**config.mk**
```make
export PLATFORM = sky130hd
export DESIGN_NAME = mem_scrubber
export DESIGN_NICKNAME = d
export VERILOG_FILES = /design/src/rtl/scrub_pkg.sv /design/src/rtl/scrub_period_timer.sv /design/src/rtl/scrub_sat_cnt.sv /design/src/rtl/mem_scrubber.sv
export SDC_FILE = /design/constraint.sdc
export NUM_CORES = 1
export LEC_CHECK = 0
export ABC_CLOCK_PERIOD_IN_PS = 11300
export BUFFER_PORTS_ARGS = -buffer_cell sky130_fd_sc_hd__buf_2
export CAP_MARGIN = 5
export CORE_MARGIN = 4
export CORE_UTILIZATION = 35
export DETAILED_ROUTE_END_ITERATION = 10
export PLACE_DENSITY = 0.63
export SLEW_MARGIN = 10
export SYNTH_ARGS = -nofsm -noshare
export SYNTH_HDL_FRONTEND = slang
export SYNTH_SLANG_ARGS = --single-unit
```
**constraint.sdc**
```tcl
create_clock -name clk -period 11.3 [get_ports clk]
set_input_delay 2.26 -clock clk [delete_from_list [all_inputs] [get_ports clk]]
set_output_delay 2.26 -clock clk [all_outputs]
set_load 0.005 [all_outputs]
```
**src/rtl/scrub_pkg.sv**
```systemverilog
package scrub_pkg;
    typedef enum logic [1:0] {
        ST_WAIT  = 2'd0,
        ST_ISSUE = 2'd1,
        ST_RESP  = 2'd2,
        ST_WB    = 2'd3
    } scrub_st_e;

    localparam logic [1:0] ECC_CLEAN = 2'b00;
    localparam logic [1:0] ECC_FIXED = 2'b01;
endpackage

```
**src/rtl/scrub_period_timer.sv**
```systemverilog
module scrub_period_timer #(
    parameter int PW = 20
) (
    input  logic          clk,
    input  logic          rst_n,
    input  logic [PW-1:0] period,
    output logic          tick
);
    logic [PW-1:0] cnt_d, cnt_q;
    logic [PW-1:0] lim;

    always_comb begin
        lim   = (period == '0) ? '0 : period - 1'b1;
        tick  = (cnt_q >= lim);
        cnt_d = tick ? '0 : cnt_q + 1'b1;
    end

    always_ff @(posedge clk) begin
        if (!rst_n) cnt_q <= '0;
        else        cnt_q <= cnt_d;
    end

    assert_tick_restart_R1: assert property (@(posedge clk) disable iff (!rst_n)
        (tick && period > 1) |=> !tick);
endmodule

```
**src/rtl/scrub_sat_cnt.sv**
```systemverilog
module scrub_sat_cnt #(
    parameter int CW = 16
) (
    input  logic          clk,
    input  logic          rst_n,
    input  logic          inc,
    output logic [CW-1:0] count
);
    localparam logic [CW-1:0] CMAX = '1;

    logic [CW-1:0] cnt_d, cnt_q;

    always_comb begin
        cnt_d = cnt_q;
        if (inc && cnt_q != CMAX) cnt_d = cnt_q + 1'b1;
    end

    always_ff @(posedge clk) begin
        if (!rst_n) cnt_q <= '0;
        else        cnt_q <= cnt_d;
    end

    assign count = cnt_q;

    assert_sat_hold_R8: assert property (@(posedge clk) disable iff (!rst_n)
        (cnt_q == CMAX) |=> (cnt_q == CMAX));
    assert_sat_step_R8: assert property (@(posedge clk) disable iff (!rst_n)
        (inc && cnt_q != CMAX) |=> (cnt_q == $past(cnt_q) + 1'b1));
endmodule

```
**src/rtl/mem_scrubber.sv**
```systemverilog
module mem_scrubber
    import scrub_pkg::*;
#(
    parameter int AW = 16,
    parameter int DW = 64,
    parameter int PW = 20,
    parameter int CW = 16
) (
    input  logic          clk,
    input  logic          rst_n,
    input  logic [AW-1:0] cfg_base,
    input  logic [AW-1:0] cfg_limit,
    input  logic [PW-1:0] cfg_period,
    input  logic          host_req,
    input  logic          rsp_valid,
    input  logic [1:0]    rsp_ecc,
    input  logic [DW-1:0] rsp_data,
    output logic          scrub_req,
    output logic          scrub_we,
    output logic [AW-1:0] scrub_addr,
    output logic [DW-1:0] scrub_wdata,
    output logic          scrub_hold,
    output logic [CW-1:0] corr_count,
    output logic [CW-1:0] fatal_count,
    output logic          fatal_evt,
    output logic          overrun,
    output logic          sweep_done
);
    localparam int NEVT = 2;   // event 0: corrected, event 1: uncorrectable

    typedef struct packed {
        scrub_st_e     st;
        logic [AW-1:0] addr;
        logic [DW-1:0] wdata;
        logic          overrun;
        logic          done;
        logic          fatal;
    } scrub_state_t;

    scrub_state_t  r_d, r_q;
    logic          tick;
    logic          step_end;
    logic [NEVT-1:0] evt_inc;
    logic [CW-1:0]   evt_cnt [NEVT];

    scrub_period_timer #(.PW(PW)) timer_i (
        .clk    (clk),
        .rst_n  (rst_n),
        .period (cfg_period),
        .tick   (tick)
    );

    for (genvar g = 0; g < NEVT; g++) begin : g_evt
        scrub_sat_cnt #(.CW(CW)) cnt_i (
            .clk   (clk),
            .rst_n (rst_n),
            .inc   (evt_inc[g]),
            .count (evt_cnt[g])
        );
    end

    always_comb begin
        r_d       = r_q;
        r_d.done  = 1'b0;
        r_d.fatal = 1'b0;
        evt_inc   = '0;
        step_end  = 1'b0;

        if (tick && r_q.st != ST_WAIT) r_d.overrun = 1'b1;

        case (r_q.st)
            ST_WAIT: begin
                if (tick) begin
                    r_d.st   = ST_ISSUE;
                    r_d.addr = cfg_base;
                end
            end
            ST_ISSUE: begin
                if (!host_req) r_d.st = ST_RESP;
            end
            ST_RESP: begin
                if (rsp_valid) begin
                    if (rsp_ecc == ECC_CLEAN) begin
                        step_end = 1'b1;
                    end else if (rsp_ecc == ECC_FIXED) begin
                        evt_inc[0] = 1'b1;
                        r_d.wdata  = rsp_data;
                        r_d.st     = ST_WB;
                    end else begin
                        evt_inc[1] = 1'b1;
                        r_d.fatal  = 1'b1;
                        step_end   = 1'b1;
                    end
                end
            end
            default: begin
                step_end = 1'b1;
            end
        endcase

        if (step_end) begin
            if (r_q.addr == cfg_limit) begin
                r_d.st   = ST_WAIT;
                r_d.done = 1'b1;
            end else begin
                r_d.st   = ST_ISSUE;
                r_d.addr = r_q.addr + 1'b1;
            end
        end
    end

    always_ff @(posedge clk) begin
        if (!rst_n) begin
            r_q.st      <= ST_WAIT;
            r_q.addr    <= '0;
            r_q.wdata   <= '0;
            r_q.overrun <= 1'b0;
            r_q.done    <= 1'b0;
            r_q.fatal   <= 1'b0;
        end else begin
            r_q <= r_d;
        end
    end

    assign scrub_req   = (r_q.st == ST_ISSUE && !host_req) || (r_q.st == ST_WB);
    assign scrub_we    = (r_q.st == ST_WB);
    assign scrub_addr  = r_q.addr;
    assign scrub_wdata = r_q.wdata;
    assign scrub_hold  = (r_q.st == ST_RESP) || (r_q.st == ST_WB);
    assign corr_count  = evt_cnt[0];
    assign fatal_count = evt_cnt[1];
    assign fatal_evt   = r_q.fatal;
    assign overrun     = r_q.overrun;
    assign sweep_done  = r_q.done;

    assert_read_idle_R2: assert property (@(posedge clk) disable iff (!rst_n)
        (scrub_req && !scrub_we) |-> !host_req);
    assert_wb_after_fix_R4: assert property (@(posedge clk) disable iff (!rst_n)
        scrub_we |-> $past(rsp_valid && rsp_ecc == ECC_FIXED));
    assert_no_fatal_wb_R5: assert property (@(posedge clk) disable iff (!rst_n)
        (r_q.st == ST_RESP && rsp_valid && rsp_ecc[1]) |=> (!scrub_we && fatal_evt));
    assert_overrun_sticky_R6: assert property (@(posedge clk) disable iff (!rst_n)
        overrun |=> overrun);
    assert_hold_ends_R7: assert property (@(posedge clk) disable iff (!rst_n)
        scrub_we |=> !scrub_hold);
endmodule

```
Word level (Yosys, flattened, before mapping)
Index checks and enable logic that the tools add are counted.

cells by class
  add/subtract/negate cells = 5
  order comparisons = 1
  equal/unequal tests = 12
  muxes and demuxes = 20
  bitwise logic cells = 4
  reduce and logical (&&, ||, !) cells = 18

operators with widths
  cell                   count
  $add 16x1->16 const B  3
  $mux 18                2
  $mux 16                2
  $ne 16x16->1 const B   2
  $add 20x1->20 const B  1
  $ge 20x20->1           1
  $logic_not 20->1       1
  $mux 20                1
  $sub 20x1->20 const B  1
  $eq 16x16->1           1
  $ne 3x3->1 const B     5
  $mux 2                 7
  $mux 1                 6
  $pmux 2 s3             1
  $reduce_and 6->1       1
  $eq 2x1->1 const B     2
  $eq 2x2->1 const B     2
  $logic_and 1x1->1      4
  $logic_not 2->1        2
  $not 1->1              4
  $reduce_and 4->1       1
  $reduce_bool 4->1      1
  $reduce_or 2->1        2
  $reduce_or 4->1        1
  5 further kinds        6

storage, ports and cells
  flip-flop bits (word level) = 137
  bits of input ports = 122
  output and inout port bits = 118
  logic and storage cells = 69

Depth between registers and ports, before layout
  depth in word-level cells = 7
  gate-level depth with buffers = 17
  mapped depth without buffers = 16

Modules after synthesis
A second synthesis with hierarchy kept.

second synthesis, totals
  cell total of the unflattened synthesis = 970
  area total of the unflattened synthesis = 7706.1 sq um

modules (own cells, without submodules)
  module              times used  cells an instance  area an instance (sq um)  sequential area each (sq um)
  mem_scrubber        1           563                4285.4                    1701.6
  scrub_period_timer  1           213                1746.7                    400.4
  scrub_sat_cnt       2           97                 837.1                     320.3

Least setup slack after synthesis
No wires, ideal clock.

  path type = in2reg
  start point = input port cfg_period[8]
  end point = register r_q (netlist bit scrub_addr[7])
  setup time = 0.132 ns
  arrival = 5.233 ns
  data required time = 11.168 ns
  path slack = 5.935 ns
  cell stages on the path = 15
  buffers on the path = 1
  cell sequence = or4_4 nor4_4 nand3_1 or3_1 nor3_1 a21oi_1 ha_1 nand4_1 a31oi_2 nor3_1 o21a_2 o21a_1 buf_4 o21ai_0 a21oi_1

between the ends
  longest elaborated chain between the ends = 7
  elaborated cells on any way between the ends = 8
  those cells by class = add/sub: 1; order compare: 1; mux: 5; reduce/logical: 1

RTL lines
  item                                               RTL line                  text
  from (decl)                                        mem_scrubber.sv:13        input logic [PW-1:0] cfg_period,
  $sub 20x1->20 or $logic_not 20->1 (tied branches)  scrub_period_timer.sv:13  lim = (period == '0) ? '0 : period - 1'b1;
  $mux 20 (*)                                        scrub_period_timer.sv:13
  $ge 20x20->1 (*)                                   scrub_period_timer.sv:14  tick = (cnt_q >= lim);
  $mux 18 (*)                                        mem_scrubber.sv:73        if (tick) begin
  $mux 16 (*)                                        mem_scrubber.sv:71        case (r_q.st)
  $mux 16                                            mem_scrubber.sv:102       if (r_q.addr == cfg_limit) begin
  $mux 18 (*)                                        mem_scrubber.sv:101       if (step_end) begin
  to (signal assigned)                               mem_scrubber.sv:121       r_q <= r_d;
  to (decl)                                          mem_scrubber.sv:40        scrub_state_t r_d, r_q;

Every way passes the cells marked *; elsewhere a longest branch is shown, timed or not. The select of a mux whose other input is x is not followed.
A chain may end at the register's enable or synchronous reset.

Final worst setup path
  start point = input port cfg_period[8]
  end point = register r_q (netlist bit scrub_addr[15])

Same word-level chain as after synthesis.

==> results.txt <==
----------------------------------------------------
[Status]
  Outcome ... finished, final reports clean

[Flow run]
  Max Cap Violations ... 0

[Power and ir drop]
  Part of the power in the clock network ... 49.2%
  Switch share ... 26.6%
  Largest vdd supply drop ... 0.0901 mV
  Part of the total power dissipated in sequential elements ... 44.2%
  Logic gate share of total power ... 6.6%
  Overall power after layout ... 1.11 mW
  P_int ... 814 µW
  Pwr per Cell Area ... 125 nW/µm²
  Net switching power figure ... 295 µW
  Cell leakage power ... 3.75 nW

[Detailed routing]
  Final antenna-violating net count ... 0
  DRC violation total after the first TritonRoute iteration ... 359
  DR pass1 iterations ... 5
  Remaining design rule violation count ... 0
  Post-DR vias/cell ... 4.83
  Final wirelength ... 19200 µm
  Routed wirelength normalized by instance count ... 14.2 µm
  Vias post-DR ... 6528

[Logic synthesis]
  Number of warnings reported in the yosys synthesis log ... 0
  Mux contribution to synthesized area ... 0.670%
  Post-Syn Nets ... 1067
  Flops & latches, synth ... 137
  Adder-cell area share of the yosys netlist ... 4.86%
  Number of instances in the synthesized netlist ... 916
  Fraction of registers with async set or reset after synthesis ... 0%
  Post-synthesis cell type with the largest combined area ... sky130_fd_sc_hd__dfxtp_1
  Area of the mapped netlist ... 7460 µm²
  Area share of xor/xnor cells in the synthesized design ... 8.21%
  Share of synthesized cell area in and, or, nand and nor gates ... 25.8%
  Compound-Gate Fraction of Synth Area ... 12.8%
  Count leader, synth ... sky130_fd_sc_hd__nand2_1
  Number of different library cells in the post-synthesis netlist ... 62
  Per-instance average area after synthesis ... 8.15 µm²
  Share of the yosys chip area belonging to registers ... 36.7%
  EDFF count, synth ... 0
  Main combinational cell family by area after synthesis ... simple AND/OR/NAND/NOR gates
  Leading cell types by count after synthesis ... sky130_fd_sc_hd__nand2_1 (175), sky130_fd_sc_hd__dfxtp_1 (137), sky130_fd_sc_hd__a21oi_1 (87)
  Dominant synthesized flop cell ... sky130_fd_sc_hd__dfxtp_1
  Largest cells by area after synthesis ... sky130_fd_sc_hd__dfxtp_1 (37%), sky130_fd_sc_hd__nand2_1 (8.8%), sky130_fd_sc_hd__buf_4 (8.3%)
  Share of Yosys cell area claimed by the top area cell type ... 36.7%

[Global route]
  Pin count of the biggest net entering global routing ... 79
  Global Route Usage Sum ... 16.0%
  Via count of the first global-routing pass ... 6098
  Wire length of the first global-routing pass ... 31300 µm
  Total gr overflow ... 0
  Initial antenna violation count ... 0

[Worst setup path]
  Worst-path fanout max ... 16
  Worst Setup Start Kind ... input pin
  Capturing element type of the critical path ... flop
  Arrival time at the worst endpoint ... 5970 ps
  Worst path slowest cell ... sky130_fd_sc_hd__or4_4
  Slowest cell delay on critical path ... 570 ps
  List of cells traversed by the critical path ... buf_2, or4_4, nor4_4, and2_1, nand3_1, nand2_1, ha_1, a21oi_1, a31oi_2, nor3_1, o21a_2, o21a_1, o21ai_0, a31oi_1
  Data required time at the worst endpoint ... 11630 ps
  Kind of critical path ... input pin to flop

[Timing]
  Post-route worst hold slack ... 451 ps
  Number of setup violations in the final report ... 0
  Transition time of the tightest slew-check pin ... 830 ps
  Post-layout worst setup margin ... 5670 ps
  Headroom to the max-slew limit ... 44.6%
  Crit share post-route ... 49.9%
  Sum Neg Setup Slack ... 0 ps
  Time the final worst path needs with I/O delays and setup ... 5630 ps
  Setup repair after global routing missed its margin ... no
  Endpoints failing hold ... 0
  Max Transition Viols Final ... 0
  Clock Skews ... 9.05 ps
  Fmax ... 0.177 GHz

[Floorplan]
  Area inside the core boundary ... 21000 µm²
  Number of rows in the core area ... 53
  Area of the die ... 23700 µm²
  Starting utilization of the core area ... 35.5%
  Die extent in y ... 154 µm
  IO Count ... 240
  Horizontal die dimension ... 154 µm

[Place]
  I/O Buffers ... 239
  Worst Setup Slack post-DPL ... 5260 ps
  Estimated wirelength of the detail-placed design ... 14400 µm
  Routability congestion estimate from global placement ... 0.841

[Min path]
  Worst hold path type ... flop to flop

[Layout]
  Nets@finish ... 1214
  Ratio of cells with drive above 1 in the final layout ... 28.7%
  Area growth from synthesis to layout ... 18.6%
  Post-layout utilization of the core ... 42.1%
  Number of inserted diodes ... 0

[Clock network]
  Count of hold buffers inserted by post-cts repair ... 0
  Clock-pin slew on the worst setup and hold paths ... 60 ps
  Clock Path Buffers ... 2
  CTS sink cnt ... 137
  TritonCTS Buffers ... 17
  CTS-repair resized insts ... 0
  CTS H-Tree Depth ... 4
  TritonCTS clock tree ... built
  Number of buffers inserted to repair setup after CTS ... 0
  Skew-Pair Late Insertion Delay ... 420 ps
  Root cell of the clock tree ... sky130_fd_sc_hd__clkbuf_16

----------------------------------------------------
critical path, delay by kind of cell:
| kind | cells | cell delay, ps |
|---|---|---|
| AOI/OAI and AO/OA | 6 | 1450 |
| adders and majority gates | 1 | 280 |
| buffers and inverters | 1 | 110 |
| and+or+nand+nor | 6 | 1860 |
cell usage in the layout, fill, tap and decap left out, types with 7 or more instances in the layout:
cell                        instances
sky130_fd_sc_hd__nor2_1            67
sky130_fd_sc_hd__nor4_1             8
sky130_fd_sc_hd__or3_1             11
sky130_fd_sc_hd__and3_1            13
sky130_fd_sc_hd__nor2_4             9
sky130_fd_sc_hd__and2_1            11
sky130_fd_sc_hd__o21ai_0           17
sky130_fd_sc_hd__o21ai_1            8
sky130_fd_sc_hd__xor2_1            37
sky130_fd_sc_hd__nand2_1          175
sky130_fd_sc_hd__nand3_1           29
sky130_fd_sc_hd__a21oi_1           87
sky130_fd_sc_hd__clkbuf_16         17
sky130_fd_sc_hd__nor3_1            12
sky130_fd_sc_hd__xnor2_1           33
sky130_fd_sc_hd__a31oi_1            9
sky130_fd_sc_hd__nand4_1           21
sky130_fd_sc_hd__inv_1             12
sky130_fd_sc_hd__ha_1              29
sky130_fd_sc_hd__dfxtp_1          137
sky130_fd_sc_hd__buf_2            239
sky130_fd_sc_hd__and4_1             7
power groups by stage:
stage                     Sequential [mW]  Combinational [mW]  Clock [mW]
after floorplan                     0.499              0.0421           0
after global placement              0.500              0.0733           0
after detailed placement            0.501              0.0734           0
after CTS                           0.489              0.0739       0.563
after global routing                0.490              0.0817       0.588
final                               0.490              0.0734       0.546
through the flow:
stage	cell area [µm²]	cells
CTS	8850	1351
global placement	8270	1319
global route	8850	1351
detailed placement	8270	1319
floorplan	7460	916
finish	8850	1351
cell type report:
class                           count  area, µm²
Timing Repair Buffer              242       1220
Fill cell                        2165      12200
Tap cell                          275        344
Clock buffer                       17        425
Clock inverter                     15        155
Multi-Input combinational cell    652       3910
Inverter                           13       50.0
Sequential cell                   137       2740
routing by layer:
| layer | global-route usage, % | routed length (µm) |
|---|---|---|
| met1 | 20.9 | 8810 |
| met2 | 26.2 | 8900 |
| met3 | 4.28 | 1290 |
| met4 | 4.25 | 229 |
| met5 | 0 | 0 |
sequential cells by signal, indices dropped and copies added (netlist names):
register	count
sweep_done	1
scrub_wdata	64
overrun	1
g_evt.cnt_i.count	32
r_q	2
fatal_evt	1
scrub_addr	16
timer_i.cnt_q	20
path summary, 6_finish.rpt:
kind,slack (ps),end,cells after the start,from
max,5670,scrub_addr[15],14,cfg_period[8]
min,450,scrub_wdata[45],2,scrub_wdata[45]
min reg2reg,450,scrub_wdata[45],2,scrub_wdata[45]
max reg2reg,8400,scrub_addr[15],8,r_q[83]
logic make-up after synthesis:
group / after synthesis
AND/OR/NAND/NOR: 393
AO/OA/AOI/OAI: 155
flip-flops: 137
buffers and inverters: 127
XOR/XNOR: 70
adder cells (fa/ha/maj): 29
multiplexers: 5
(Power assumes the default switching activity.)
